### config.mk
export PLATFORM = sky130hd
export DESIGN_NAME = rom_lookup_seq
export DESIGN_NICKNAME = d
export VERILOG_FILES = /design/src/rtl/lkp_pkg.sv /design/src/rtl/lkp_addr.sv /design/src/rtl/lkp_stack.sv /design/src/rtl/lkp_ctrl.sv /design/src/rtl/rom_lookup_seq.sv
export SDC_FILE = /design/constraint.sdc
export NUM_CORES = 1
export LEC_CHECK = 0
export ABC_AREA = 1
export BUFFER_PORTS_ARGS = -buffer_cell sky130_fd_sc_hd__buf_2
export CAP_MARGIN = 30
export CORE_MARGIN = 1
export CORE_UTILIZATION = 38
export DETAILED_ROUTE_END_ITERATION = 16
export PLACE_DENSITY = 0.64
export SYNTH_ARGS = -nofsm -noshare
export SYNTH_HDL_FRONTEND = slang
export SYNTH_SLANG_ARGS = --single-unit
### constraint.sdc
create_clock -name clk -period 1.9 [get_ports clk]
set_input_delay 0.38 -clock clk [delete_from_list [all_inputs] [get_ports clk]]
set_output_delay 0.38 -clock clk [all_outputs]
set_load 0.03 [all_outputs]
### src/rtl/lkp_pkg.sv
package lkp_pkg;
  typedef enum logic [1:0] {
    ST_IDLE  = 2'd0,
    ST_ADDR  = 2'd1,
    ST_DATA  = 2'd2,
    ST_WRITE = 2'd3
  } lkp_state_t;

  typedef enum logic [1:0] {
    XF_TMR2  = 2'd0,
    XF_PRESC = 2'd1,
    XF_EREG  = 2'd2,
    XF_NONE  = 2'd3
  } xfer_sel_t;

  localparam int NIB_W = 4;
endpackage

### src/rtl/lkp_addr.sv
module lkp_addr #(
  parameter int NUM_PAGES = 96,
  parameter int PAGE_W    = 7,
  parameter int D_BITS    = 3,
  parameter int OFF_W     = D_BITS + lkp_pkg::NIB_W
) (
  input  logic [PAGE_W-1:0]         page_raw,
  input  logic [D_BITS-1:0]         d_val,
  input  logic [lkp_pkg::NIB_W-1:0] a_val,
  output logic [PAGE_W+OFF_W-1:0]   addr,
  output logic                      bad_page
);
  logic [PAGE_W-1:0] page_eff;

  generate
    if (NUM_PAGES >= (1 << PAGE_W)) begin : g_full
      assign page_eff = page_raw;
      assign bad_page = 1'b0;
    end else begin : g_clamp
      localparam int FOLD_BITS = $clog2(NUM_PAGES) - 1;
      localparam logic [PAGE_W-1:0] FOLD_MASK = PAGE_W'((1 << FOLD_BITS) - 1);
      localparam logic [PAGE_W-1:0] PAGE_LIM  = PAGE_W'(NUM_PAGES);
      always_comb begin
        bad_page = (page_raw >= PAGE_LIM);
        page_eff = bad_page ? (page_raw & FOLD_MASK) : page_raw;
      end
    end
  endgenerate

  assign addr = {page_eff, d_val, a_val};
endmodule

### src/rtl/lkp_stack.sv
module lkp_stack #(
  parameter int DEPTH = 8,
  parameter int W     = 14
) (
  input  logic         clk,
  input  logic         rst_n,
  input  logic         push,
  input  logic         pop,
  input  logic [W-1:0] push_val,
  output logic [W-1:0] top,
  output logic         ovf
);
  localparam int SP_W = $clog2(DEPTH);
  localparam logic [SP_W:0] LVL_FULL = (SP_W+1)'(DEPTH);

  logic [W-1:0]  mem [DEPTH];
  logic [SP_W-1:0] sp_q, sp_d, sp_inc;
  logic [SP_W:0]   lvl_q, lvl_d;
  logic            ovf_q, ovf_d;
  logic            wrap_q, wrap_d;

  assign sp_inc = sp_q + 1'b1;

  always_comb begin
    sp_d   = sp_q;
    lvl_d  = lvl_q;
    ovf_d  = ovf_q;
    wrap_d = wrap_q;
    if (push) begin
      sp_d = sp_inc;
      if (lvl_q == LVL_FULL) begin
        ovf_d  = 1'b1;
        wrap_d = 1'b1;
      end else begin
        lvl_d = lvl_q + 1'b1;
      end
    end else if (pop) begin
      sp_d = sp_q - 1'b1;
      if (wrap_q) begin
        wrap_d = 1'b0;
      end else if (lvl_q != '0) begin
        lvl_d = lvl_q - 1'b1;
      end
    end
  end

  always_ff @(posedge clk or negedge rst_n) begin
    if (!rst_n) begin
      sp_q   <= '1;
      lvl_q  <= '0;
      ovf_q  <= 1'b0;
      wrap_q <= 1'b0;
    end else begin
      sp_q   <= sp_d;
      lvl_q  <= lvl_d;
      ovf_q  <= ovf_d;
      wrap_q <= wrap_d;
    end
  end

  always_ff @(posedge clk) begin
    if (push) begin
      mem[sp_inc] <= push_val;
    end
  end

  assign top = mem[sp_q];
  assign ovf = ovf_q;
endmodule

### src/rtl/lkp_ctrl.sv
module lkp_ctrl
  import lkp_pkg::*;
#(
  parameter int ADDR_W = 14,
  parameter int WORD_W = 10
) (
  input  logic              clk,
  input  logic              rst_n,
  input  logic              req_lookup,
  input  logic              uptf,
  input  logic [ADDR_W-1:0] addr_in,
  input  logic              bad_page,
  input  logic [WORD_W-1:0] rom_data,
  output lkp_state_t        state,
  output logic              accept,
  output logic [ADDR_W-1:0] lat_addr,
  output logic              lat_uptf,
  output logic [WORD_W-1:0] rdata,
  output logic              page_err
);
  lkp_state_t state_q, state_d;
  logic       perr_q, perr_d;

  assign accept = (state_q == ST_IDLE) && req_lookup;

  always_comb begin
    state_d = state_q;
    perr_d  = perr_q;
    unique case (state_q)
      ST_IDLE: begin
        if (req_lookup) begin
          state_d = ST_ADDR;
          if (bad_page) perr_d = 1'b1;
        end
      end
      ST_ADDR:  state_d = ST_DATA;
      ST_DATA:  state_d = ST_WRITE;
      ST_WRITE: state_d = ST_IDLE;
      default:  state_d = ST_IDLE;
    endcase
  end

  always_ff @(posedge clk or negedge rst_n) begin
    if (!rst_n) begin
      state_q <= ST_IDLE;
      perr_q  <= 1'b0;
    end else begin
      state_q <= state_d;
      perr_q  <= perr_d;
    end
  end

  always_ff @(posedge clk) begin
    if (accept) begin
      lat_addr <= addr_in;
      lat_uptf <= uptf;
    end
    if (state_q == ST_DATA) begin
      rdata <= rom_data;
    end
  end

  assign state    = state_q;
  assign page_err = perr_q;
endmodule

### src/rtl/rom_lookup_seq.sv
module rom_lookup_seq
  import lkp_pkg::*;
#(
  parameter int NUM_PAGES   = 96,
  parameter int PAGE_W      = 7,
  parameter int D_BITS      = 3,
  parameter int WORD_W      = 10,
  parameter int STACK_DEPTH = 8,
  localparam int ADDR_W     = PAGE_W + D_BITS + NIB_W
) (
  input  logic              clk,
  input  logic              rst_n,
  input  logic              req_lookup,
  input  logic [PAGE_W-1:0] lk_page,
  input  logic              uptf,
  input  logic [NIB_W-1:0]  a_reg,
  input  logic [D_BITS-1:0] d_reg,
  input  logic [ADDR_W-1:0] pc_cur,
  input  logic              core_push,
  input  logic              core_pop,
  input  logic              req_xfer,
  input  logic [1:0]        xfer_sel,
  input  logic [7:0]        tmr2_val,
  input  logic [7:0]        psc_val,
  input  logic [7:0]        ereg_val,
  output logic              rom_en,
  output logic [ADDR_W-1:0] rom_addr,
  input  logic [WORD_W-1:0] rom_data,
  output logic              busy,
  output logic              pc_ovr,
  output logic [ADDR_W-1:0] pc_out,
  output logic              a_wr,
  output logic [NIB_W-1:0]  a_nxt,
  output logic              b_wr,
  output logic [NIB_W-1:0]  b_nxt,
  output logic              d_wr,
  output logic [D_BITS-1:0] d_nxt,
  output logic [ADDR_W-1:0] stack_top,
  output logic              stk_ovf,
  output logic              page_err
);
  logic [1:0]        rst_sync;
  logic              rst_int_n;
  logic [ADDR_W-1:0] fetch_addr;
  logic              bad_page;
  lkp_state_t        state;
  logic              accept;
  logic [ADDR_W-1:0] lat_addr;
  logic              lat_uptf;
  logic [WORD_W-1:0] rdata;
  logic              stk_push, stk_pop;
  logic              idle_free;
  logic [7:0]        xfer_src;
  logic              xfer_go;

  always_ff @(posedge clk or negedge rst_n) begin
    if (!rst_n) rst_sync <= 2'b00;
    else        rst_sync <= {rst_sync[0], 1'b1};
  end
  assign rst_int_n = rst_sync[1];

  lkp_addr #(
    .NUM_PAGES(NUM_PAGES), .PAGE_W(PAGE_W), .D_BITS(D_BITS)
  ) u_addr (
    .page_raw(lk_page), .d_val(d_reg), .a_val(a_reg),
    .addr(fetch_addr), .bad_page(bad_page)
  );

  lkp_ctrl #(.ADDR_W(ADDR_W), .WORD_W(WORD_W)) u_ctrl (
    .clk(clk), .rst_n(rst_int_n), .req_lookup(req_lookup), .uptf(uptf),
    .addr_in(fetch_addr), .bad_page(bad_page), .rom_data(rom_data),
    .state(state), .accept(accept), .lat_addr(lat_addr),
    .lat_uptf(lat_uptf), .rdata(rdata), .page_err(page_err)
  );

  assign idle_free = (state == ST_IDLE) && !req_lookup;
  assign stk_push  = accept || (idle_free && core_push);
  assign stk_pop   = (state == ST_WRITE) || (idle_free && !core_push && core_pop);

  lkp_stack #(.DEPTH(STACK_DEPTH), .W(ADDR_W)) u_stack (
    .clk(clk), .rst_n(rst_int_n), .push(stk_push), .pop(stk_pop),
    .push_val(pc_cur), .top(stack_top), .ovf(stk_ovf)
  );

  assign busy     = (state != ST_IDLE);
  assign rom_en   = (state == ST_ADDR);
  assign rom_addr = lat_addr;
  assign pc_ovr   = busy;
  assign pc_out   = (state == ST_WRITE) ? stack_top : lat_addr;

  always_comb begin
    unique case (xfer_sel)
      XF_TMR2:  xfer_src = tmr2_val;
      XF_PRESC: xfer_src = psc_val;
      default:  xfer_src = ereg_val;
    endcase
  end
  assign xfer_go = idle_free && req_xfer && (xfer_sel != XF_NONE);

  always_comb begin
    a_wr  = 1'b0;
    b_wr  = 1'b0;
    a_nxt = '0;
    b_nxt = '0;
    d_wr  = 1'b0;
    d_nxt = '0;
    if (state == ST_WRITE) begin
      a_wr  = 1'b1;
      b_wr  = 1'b1;
      a_nxt = rdata[3:0];
      b_nxt = rdata[7:4];
      d_wr  = lat_uptf;
      d_nxt = {{(D_BITS-2){1'b0}}, rdata[9:8]};
    end else if (xfer_go) begin
      a_wr  = 1'b1;
      b_wr  = 1'b1;
      a_nxt = xfer_src[3:0];
      b_nxt = xfer_src[7:4];
    end
  end
endmodule

Word-level counts from Yosys, hierarchy flattened
Memory sizes are Yosys's and may differ from the RTL's. Index checks and enable logic that the tools add are counted.

Flip-flop bits (word level): 39. Bits in latches: 0. RAM bits: 112. ROM bits: 0. Input bits: 71. Output and inout port bits: 61. Word-level logic and storage cells: 72. Memories: 1.

Memory list: u_stack.mem (words 8, width 14, read ports 1, clocked after Yosys merged registers in 0, wr ports 1, RTL line lkp_stack.sv:16) `logic [W-1:0] mem [DEPTH];`.

Add/subtract/negate cells: 4. Multiply operators: 0. Div/mod/pow operators: 0. Magnitude comparators: 1. Eq/ne operators: 10. Shift operators: 0. Muxes and demuxes: 24. Bitwise gates (word level): 0. Reduce and logical (&&, ||, !) cells: 21.

Operator list (number): $mux W4 (9); $pmux W8 S2 (1); $mux W14 (1); $mux W1 (8); $ne A2 B2 Y1 const B (4); $pmux W2 S4 (1); $ge A7 B7 Y1 const B (1); $logic_and A1 B1 Y1 (7); $mux W3 (2); $reduce_bool A2 Y1 (3); $add A4 B1 Y4 const B (1); $eq A2 B1 Y1 const B (2); $eq A2 B2 Y1 const B (2); $eq A4 B4 Y1 const B (1); $logic_not A2 Y1 (2); $mux W2 (2); $reduce_and A2 Y1 (2); $reduce_and A4 Y1 (1); $reduce_bool A4 Y1 (1); $sub A4 B1 Y4 const B (1); $add A3 B1 Y3 const B (1); $reduce_and A3 Y1 (1); $sub A3 B1 Y3 const B (1); $logic_not A1 Y1 (2); 2 further kinds (3).

Logic depth before layout (Yosys ltp)
Gate-level depths: netlist (run 1).

Depth in word-level cells: 7. Mapped depth: 14. Mapped depth without buffers: 14.

Modules after synthesis
From an unflattened synthesis (run 1), not the netlist that was laid out.

Cells, all modules: 664. Area, all modules: 6817.8 um^2.

Modules (own cells, without submodules): lkp_stack (times used 1, cells an instance 465, area each 5101.1 um^2, sequential area each 3592.2 um^2); lkp_ctrl (times used 1, cells an instance 48, area each 928.4 um^2, sequential area each 825.8 um^2); rom_lookup_seq (times used 1, cells an instance 134, area each 673.1 um^2, sequential area each 50.0 um^2); lkp_addr (times used 1, cells an instance 17, area each 115.1 um^2, sequential area each 0.0 um^2).

Worst setup path before layout (run 1)
No wires, ideal clock.

Path kind: register -> register. Start point: reg u_stack.sp_q[0]. End point: mem u_stack.mem[4][0] (enable). Arrival: 1.976 ns. Data required time: 1.516 ns. Slack: -0.460 ns. Cell stages (with the launch flop): 8. Buffers on the path: 2. Path through: dfstp_2 inv_2 buf_4 buf_6 ha_1 inv_1 nand2_1 nor2_1.

Cells in the longest elaborated chain, start to end: 1.

RTL lines: from (decl) (RTL line lkp_stack.sv:17) `logic [SP_W-1:0] sp_q, sp_d, sp_inc;`; from (signal assigned) (RTL line lkp_stack.sv:54) `sp_q <= sp_d;`; $add A3 B1 Y3 (RTL line lkp_stack.sv:22) `assign sp_inc = sp_q + 1'b1;`; to (decl) (RTL line lkp_stack.sv:16).

Every way passes these cells.

Worst setup path in the final report (run 1)
Start point: reg u_stack.sp_q[0]. End point: out pc_out[7].

Cells in the longest elaborated chain, start to end: 2.

RTL lines: $mem_v2 Z8 W14; $mux W14 (RTL line rom_lookup_seq.sv:89) `assign pc_out = (state == ST_WRITE) ? stack_top : lat_addr;`; to (decl) (RTL line rom_lookup_seq.sv:31) `output logic [ADDR_W-1:0] pc_out,`.

Every way passes these cells.

==> results of run 1 <==
[critical path: cells and delay by family (launching register included)]
family / cells / cell delay, ns
compound gates: 2 / 0.24
buf+inv: 3 / 0.44
flops: 1 / 0.64
simple gates: 4 / 0.35
[layer usage]
| layer | global-route usage [%] | wire (um) |
|---|---|---|
| met1 | 27.0 | 7960 |
| met2 | 35.6 | 9850 |
| met3 | 4.19 | 1170 |
| met4 | 9.17 | 299 |
| met5 | 0 | 0 |
[sequential cells by signal, summed over array words and instances, names as in the netlist]
| name | flops |
|---|---|
| rst_sync | 2 |
| u_ctrl.lat_addr | 14 |
| u_ctrl.lat_uptf | 1 |
| u_ctrl.page_err | 1 |
| u_ctrl.rdata | 10 |
| u_ctrl.state | 2 |
| u_stack.lvl_q | 4 |
| u_stack.mem | 112 |
| u_stack.ovf | 1 |
| u_stack.sp_q | 3 |
| u_stack.wrap_q | 1 |
[synthesized netlist by cell type (all sizes together)]
library cell and count:
o211ai 1, nand3b 2, a21o 2, conb 2, inv 35, edfxtp 137, nand2 141, a31o 1
dfrtp 11, nor3 1, nor2 70, nand3 6, o22ai 28, a21oi 8, ha 9, buf 22
dfstp 3, o21ai 73, a31oi 2, or2 1, nand4 2, clkbuf 7, xor2 3, xnor2 2
[placed cells by master (no fill, tap or decap), types with 21 or more instances in the layout]
cell,instances
o22ai_1,26
buf_2,88
nand2_1,91
edfxtp_1,137
o21ai_1,23
buf_4,43
nor2_1,54
buf_6,52
o21ai_0,25
nand2_2,41
clkbuf_16,26
inv_1,21
[logic make-up after synthesis]
family	Yosys count	synth area share, %
buffers and inverters	64	4.57
flip-flops	151	69.5
AO/OA/AOI/OAI	115	9.71
adder cells (fa/ha/maj)	9	1.75
XOR/XNOR	5	0.681
other	2	0.117
AND/OR/NAND/NOR	223	13.7
[timing repair]
action	4_1_cts	5_1_grt
hold endpoints to repair	2	0
setup buffers	11	11
resized for setup	94	156
pin swaps	15	29
hold buffers	1	0
cloned	5	10
endpoints found under the setup margin	154	158
[cell type report]
type | count | area share [%]
clock inverters | 14 | 1.78
repair buffers | 217 | 21.2
inverters | 35 | 1.51
well taps | 220 | 2.84
clock buffers | 18 | 4.43
multi-input cells | 354 | 22.1
flip-flops and latches | 151 | 46.1
[where the power goes]
part | internal, mW | switching (mW) | leakage (nW)
clock network | 2.07 | 1.39 | 0.281
logic | 4.54 | 5.94 | 2.25
registers | 4.33 | 0.298 | 1.40
[metrics by stage]
stage | setup slack (ns) | hold slack [ns] | instances | instance area [sq um] | setup TNS, ns
floorplan | -0.147 | 0.0844 | 569 | 6620 | -4.86
global placement | -0.104 | 0.165 | 943 | 7930 | -4.01
detailed placement | -0.189 | 0.168 | 943 | 7930 | -6.72
CTS | -0.540 | 0.112 | 992 | 9000 | -28.23
global route | -0.650 | 0.115 | 1009 | 9690 | -55.80
finish | -0.599 | 0.121 | 1009 | 9690 | -48.53
[path summary, 6_finish.rpt]
path,startpoint,endpoint,cells past startpoint
min in group asynchronous,rst_sync[1]$_DFF_PN0_,u_stack.lvl_q[0]$_DFFE_PN0P_,0
worst min register to register,rst_sync[1]$_DFF_PN0_,u_stack.lvl_q[0]$_DFFE_PN0P_,0
max in group asynchronous,rst_sync[1]$_DFF_PN0_,u_stack.sp_q[2]$_DFFE_PN1P_,0
worst max-delay path,u_stack.sp_q[0]$_DFFE_PN1P_,pc_out[7],9
worst min-delay path,rom_data[6],u_ctrl.rdata[6]$_DFFE_PP_,1
worst max register to register,u_stack.sp_q[0]$_DFFE_PN1P_,u_stack.mem[4][7]$_DFFE_PP_,10
==> impl_metrics.env, run 1 <==
export IMPL_antenna_found_initial=0
export IMPL_rows=47
export IMPL_dp_hpwl_um=11900
export IMPL_synth_seq_cells=151
export IMPL_clock_sinks=151
export IMPL_drive_gt1_share_pct=47.0
export IMPL_cts_max_path_buffers=2
export IMPL_drc_errors=0
export IMPL_end_kind="output pin"
export IMPL_timing_final_crit_share_pct=132
export IMPL_r2r_slack_ns=-0.36
export IMPL_yosysWarningCount=0
export IMPL_syn_nets=649
export IMPL_grt_overflow=0
export IMPL_fin_util_pct=58.6
export IMPL_area_growth_pct=50.7
export IMPL_cts_root_buf="clkbuf_16"
export IMPL_cpPeakStageDelay_ns=0.64
export IMPL_ir_drop_mv=0.964
export IMPL_slew_headroom_pct=56.6
export IMPL_grt_pass1_vias=5033
export IMPL_drtIter0Drc=524
export IMPL_maxCapViolCount=0
export IMPL_ys_seq_area_share_pct=69.5
export IMPL_cts_clk_slew_worst_paths_ns=0.06
export IMPL_crit_path_frequent_cell="nand2_2"
export IMPL_hold_violations=0
export IMPL_start_util_pct=38.9
export IMPL_power_density_mw_per_mm2=1920
export IMPL_critical_path_arrival_ns=2.12
export IMPL_yosysTopAreaCellShare_pct=64.0
export IMPL_hold_class="input pin to register"
export IMPL_worst_slack_ns=-0.599
export IMPL_synth_top_area_cell="edfxtp_1"
export IMPL_ant_nets=0
export IMPL_drt_total_wl_um=19300
export IMPL_synthTopCellsByArea="edfxtp_1 (64%), nand2_1 (8.2%), o21ai_0 (5.4%), dfrtp_1 (4.3%), nor2_1 (4.0%)"
export IMPL_io_pins=132
export IMPL_dieArea_sq_mm=0.0174
export IMPL_failed_checks="negative setup slack"
export IMPL_gp_congestion=0.972
export IMPL_post_route_min_period_ns=2.50
export IMPL_setup_viol=156
export IMPL_num_vias=5251
export IMPL_core_region_area_sq_mm=0.0165
export IMPL_slew_viol_final=0
export IMPL_grt_setup_unrepaired="yes"
export IMPL_cts_tree="yes"
export IMPL_crit_required_ns=1.52
export IMPL_avgRoutedWirePerCell_um=19.1
export IMPL_leakage_nw=3.93
export IMPL_numCtsBuffers=17
export IMPL_power_mw=18.6
export IMPL_grt_start_max_net_pins=31
export IMPL_critPathMaxFanout=8
export IMPL_syn_area_per_cell_sq_um=11.3
export IMPL_die_height_um=132
export IMPL_viasPerCell=5.20
export IMPL_dieWidth_um=132
export IMPL_regArea_sq_mm=0.00447
export IMPL_cpMaxStageDelayCell="dfstp_4"
export IMPL_status="finished with violations"
export IMPL_diodes=0
export IMPL_io_buffers=130
export IMPL_critPathKind="register to output pin"
export IMPL_crit_chain="buf_8 > buf_8 > o21ai_0 > o22ai_1 > nand2_1 > nand2_2 > nand2_2 > nand2_2 > buf_4"
export IMPL_worstMarginPinSlew_ns=0.650
export IMPL_skew_ns=0.00676
export IMPL_synth_area_sq_mm=0.00643
export IMPL_start_kind="register"
export IMPL_grt_pass1_wl_um=27400
export IMPL_ys_types=32
export IMPL_clk_latency_ns=0.43
export IMPL_multi_input_area_sq_mm=0.00214
export IMPL_gr_usage_all_layers_pct=21.3
export IMPL_firstDrtPassIters=5
export IMPL_htree_num_levels=4
export IMPL_final_nets=856
export IMPL_max_freq_ghz=0.400
export IMPL_synthCells=569
export IMPL_fillers=1286
Power figures use the tool's default switching activity.
==> inputs of run 2 (changes only) <==
--- a/config.mk
+++ b/config.mk
@@ -8,10 +8,12 @@
 export ABC_AREA = 1
 export BUFFER_PORTS_ARGS = -buffer_cell sky130_fd_sc_hd__buf_2
 export CAP_MARGIN = 30
+export CORE_ASPECT_RATIO = 0.6
 export CORE_MARGIN = 1
 export CORE_UTILIZATION = 38
 export DETAILED_ROUTE_END_ITERATION = 16
 export PLACE_DENSITY = 0.64
+export RECOVER_POWER = 25
 export SYNTH_ARGS = -nofsm -noshare
 export SYNTH_HDL_FRONTEND = slang
 export SYNTH_SLANG_ARGS = --single-unit
==> run 2 against run 1 <==
  * The run still ends with negative setup slack left
  * Maximum frequency is 4.5% higher
  * Critical path depth did not move
  * Clock skew grew 0.0080 ns
  * Via count shrank 0.78%
  * Global-route usage is 0.51 points lower
  * Final cell count is 1.6% higher
  * Critical endpoint is now pc_out[1]
  * Largest cell class unchanged
  * Largest power group unchanged
==> impl_metrics.env, run 2 (synthesis gave the netlist of run 1 again) <==
export IMPL_status="finished with violations"
export IMPL_failed_checks="negative setup slack"
export IMPL_grt_setup_unrepaired="yes"
export IMPL_switching_share_pct=40.9
export IMPL_io_buffers=130
export IMPL_setup_viol=153
export IMPL_avgRoutedWirePerCell_um=19.1
export IMPL_largest_reg_flops=112
export IMPL_dp_slack_ns=-0.0907
export IMPL_reg_largest_list="u_stack.mem: 112 flops, u_ctrl.lat_addr: 14 flops, u_ctrl.rdata: 10 flops"
export IMPL_internal_power_mw=11.3
export IMPL_ant_nets=0
export IMPL_drt_total_wl_um=19600
export IMPL_layout_commonest_cell="edfxtp_1"
export IMPL_fillers=1242
export IMPL_cts_root_buf="clkbuf_16"
export IMPL_hold_class="input pin to register"
export IMPL_max_freq_ghz=0.418
export IMPL_clk_latency_ns=0.42
export IMPL_slew_viol_final=0
export IMPL_power_mw=19.1
export IMPL_dieArea_sq_mm=0.0175
export IMPL_fin_util_pct=60.2
export IMPL_cts_tree="yes"
export IMPL_antenna_found_initial=0
export IMPL_final_cells=1025
export IMPL_dpl_cell_count=952
export IMPL_crit_required_ns=1.52
export IMPL_start_kind="register"
export IMPL_regArea_sq_mm=0.00447
export IMPL_rows=36
export IMPL_grt_start_max_net_pins=25
export IMPL_multi_input_area_sq_mm=0.00217
export IMPL_p_sw_mw=7.83
export IMPL_leakage_nw=4.02
export IMPL_area_growth_pct=53.4
export IMPL_critical_path_arrival_ns=2.01
export IMPL_maxCapViolCount=0
export IMPL_core_region_area_sq_mm=0.0164
export IMPL_clkPwrFrac_pct=18.7
export IMPL_whs_ns=0.136
export IMPL_gp_congestion=0.841
export IMPL_combPwrFrac_pct=57.3
export IMPL_firstDrtPassIters=4
export IMPL_drtIter0Drc=532
export IMPL_io_pins=132
export IMPL_drive_gt1_share_pct=47.3
export IMPL_gr_usage_all_layers_pct=20.8
export IMPL_post_route_min_period_ns=2.39
export IMPL_diodes=0
export IMPL_slew_headroom_pct=54.8
export IMPL_grt_overflow=0
export IMPL_final_nets=864
export IMPL_htree_num_levels=4
export IMPL_drc_errors=0
export IMPL_timing_final_crit_share_pct=126
export IMPL_final_cell_mix="edfxtp_1 (137), nand2_1 (91), buf_2 (81)"
export IMPL_dieWidth_um=170
export IMPL_grt_pass1_wl_um=26800
export IMPL_viasPerCell=5.08
export IMPL_num_vias=5210
export IMPL_grt_pass1_vias=4914
export IMPL_skew_ns=0.0147
export IMPL_critPathMaxFanout=6
export IMPL_numCtsBuffers=17
export IMPL_worst_slack_ns=-0.492
export IMPL_ir_drop_mv=0.908
export IMPL_start_util_pct=39.2
export IMPL_cts_clk_slew_worst_paths_ns=0.06
export IMPL_cts_max_path_buffers=2
export IMPL_dp_hpwl_um=11600
export IMPL_die_height_um=103
export IMPL_power_frac_seq_pct=24.0
export IMPL_power_density_mw_per_mm2=1940
export IMPL_critPathKind="register to output pin"
export IMPL_hold_violations=0
export IMPL_largest_register="u_stack.mem"
export IMPL_worstMarginPinSlew_ns=0.677
export IMPL_clock_sinks=151
export IMPL_end_kind="output pin"
[run 2: cell types whose count changed in the layout (fill, tap and decap cells not counted), sizes merged]
| cell | previous run | this run |
|---|---|---|
| clkbuf | 27 | 43 |
| clkinvlp | 4 | 0 |
| bufinv | 3 | 0 |
| inv | 39 | 38 |
[run 2: layout make-up]
cell class                      count  share of cell area, %
Inverter                           35                   1.59
Sequential cell                   151                   45.3
Timing Repair Buffer              225                   21.7
Clock inverter                      6                  0.406
Tap cell                          228                   2.89
Clock buffer                       26                   6.15
Multi-Input combinational cell    354                   22.0
[run 2: path summary, 6_finish.rpt]
check	start	to	slack, ns	depth (start not counted)
worst min-delay path	d_reg[1]	u_ctrl.lat_addr[5]$_DFFE_PP_	0.14	1
worst max-delay path	u_stack.sp_q[0]$_DFFE_PN1P_	pc_out[1]	-0.49	9
worst max register to register	u_stack.sp_q[0]$_DFFE_PN1P_	u_stack.mem[0][5]$_DFFE_PP_	-0.37	12
worst min register to register	rst_sync[1]$_DFF_PN0_	u_stack.ovf$_DFFE_PN0P_	0.23	0
max in group asynchronous	rst_sync[1]$_DFF_PN0_	u_stack.sp_q[0]$_DFFE_PN1P_	1.28	0
min in group asynchronous	rst_sync[1]$_DFF_PN0_	u_stack.ovf$_DFFE_PN0P_	0.23	0
[run 2: critical path, stage by stage, from the launching register on]
cell and delay (ns):
dfstp_2 0.57, buf_6 0.15, buf_8 0.13, o21ai_1 0.07, o22ai_1 0.19, nand2_1 0.10
nand2_2 0.13, nand2_2 0.06, nand2_2 0.07, buf_6 0.13
[run 2: metal layers]
metal  wire length (um)  global-route usage [%]  part of all wire, %  vias to the layer above
met5                  0                       0                    0                        -
met4                350                    8.18                  1.8                        0
met3               1240                    4.61                  6.3                       28
met2               8910                    31.7                   46                      197
met1               9060                    29.2                   46                     2574
li1                   -                       -                    -                     2411
[run 2: repair_timing]
action / CTS / global route
cloned: 2 / 12
endpoints found under the hold margin: 2 / 0
gates resized for setup: 157 / 112
setup buffers: 16 / 17
endpoints found under the setup margin: 137 / 156
pin swaps: 23 / 42
hold buffers: 1 / 0
[run 2: stage by stage]
stage                     TNS, ns  area, sq um
after floorplan             -4.86         6620
after global placement      -1.46         7980
after detailed placement    -4.33         7980
after CTS                  -36.74         9210
after global routing       -57.83         9870
final                      -48.15         9870
[run 2: power groups by stage]
stage                     Clock [mW]  Sequential, mW  Combinational (mW)
after floorplan                    0            4.65                4.83
after global placement             0            4.60                7.33
after detailed placement           0            4.62                7.46
after CTS                       3.59            4.57                9.06
after global routing            3.76            4.64                11.6
final                           3.58            4.60                11.0
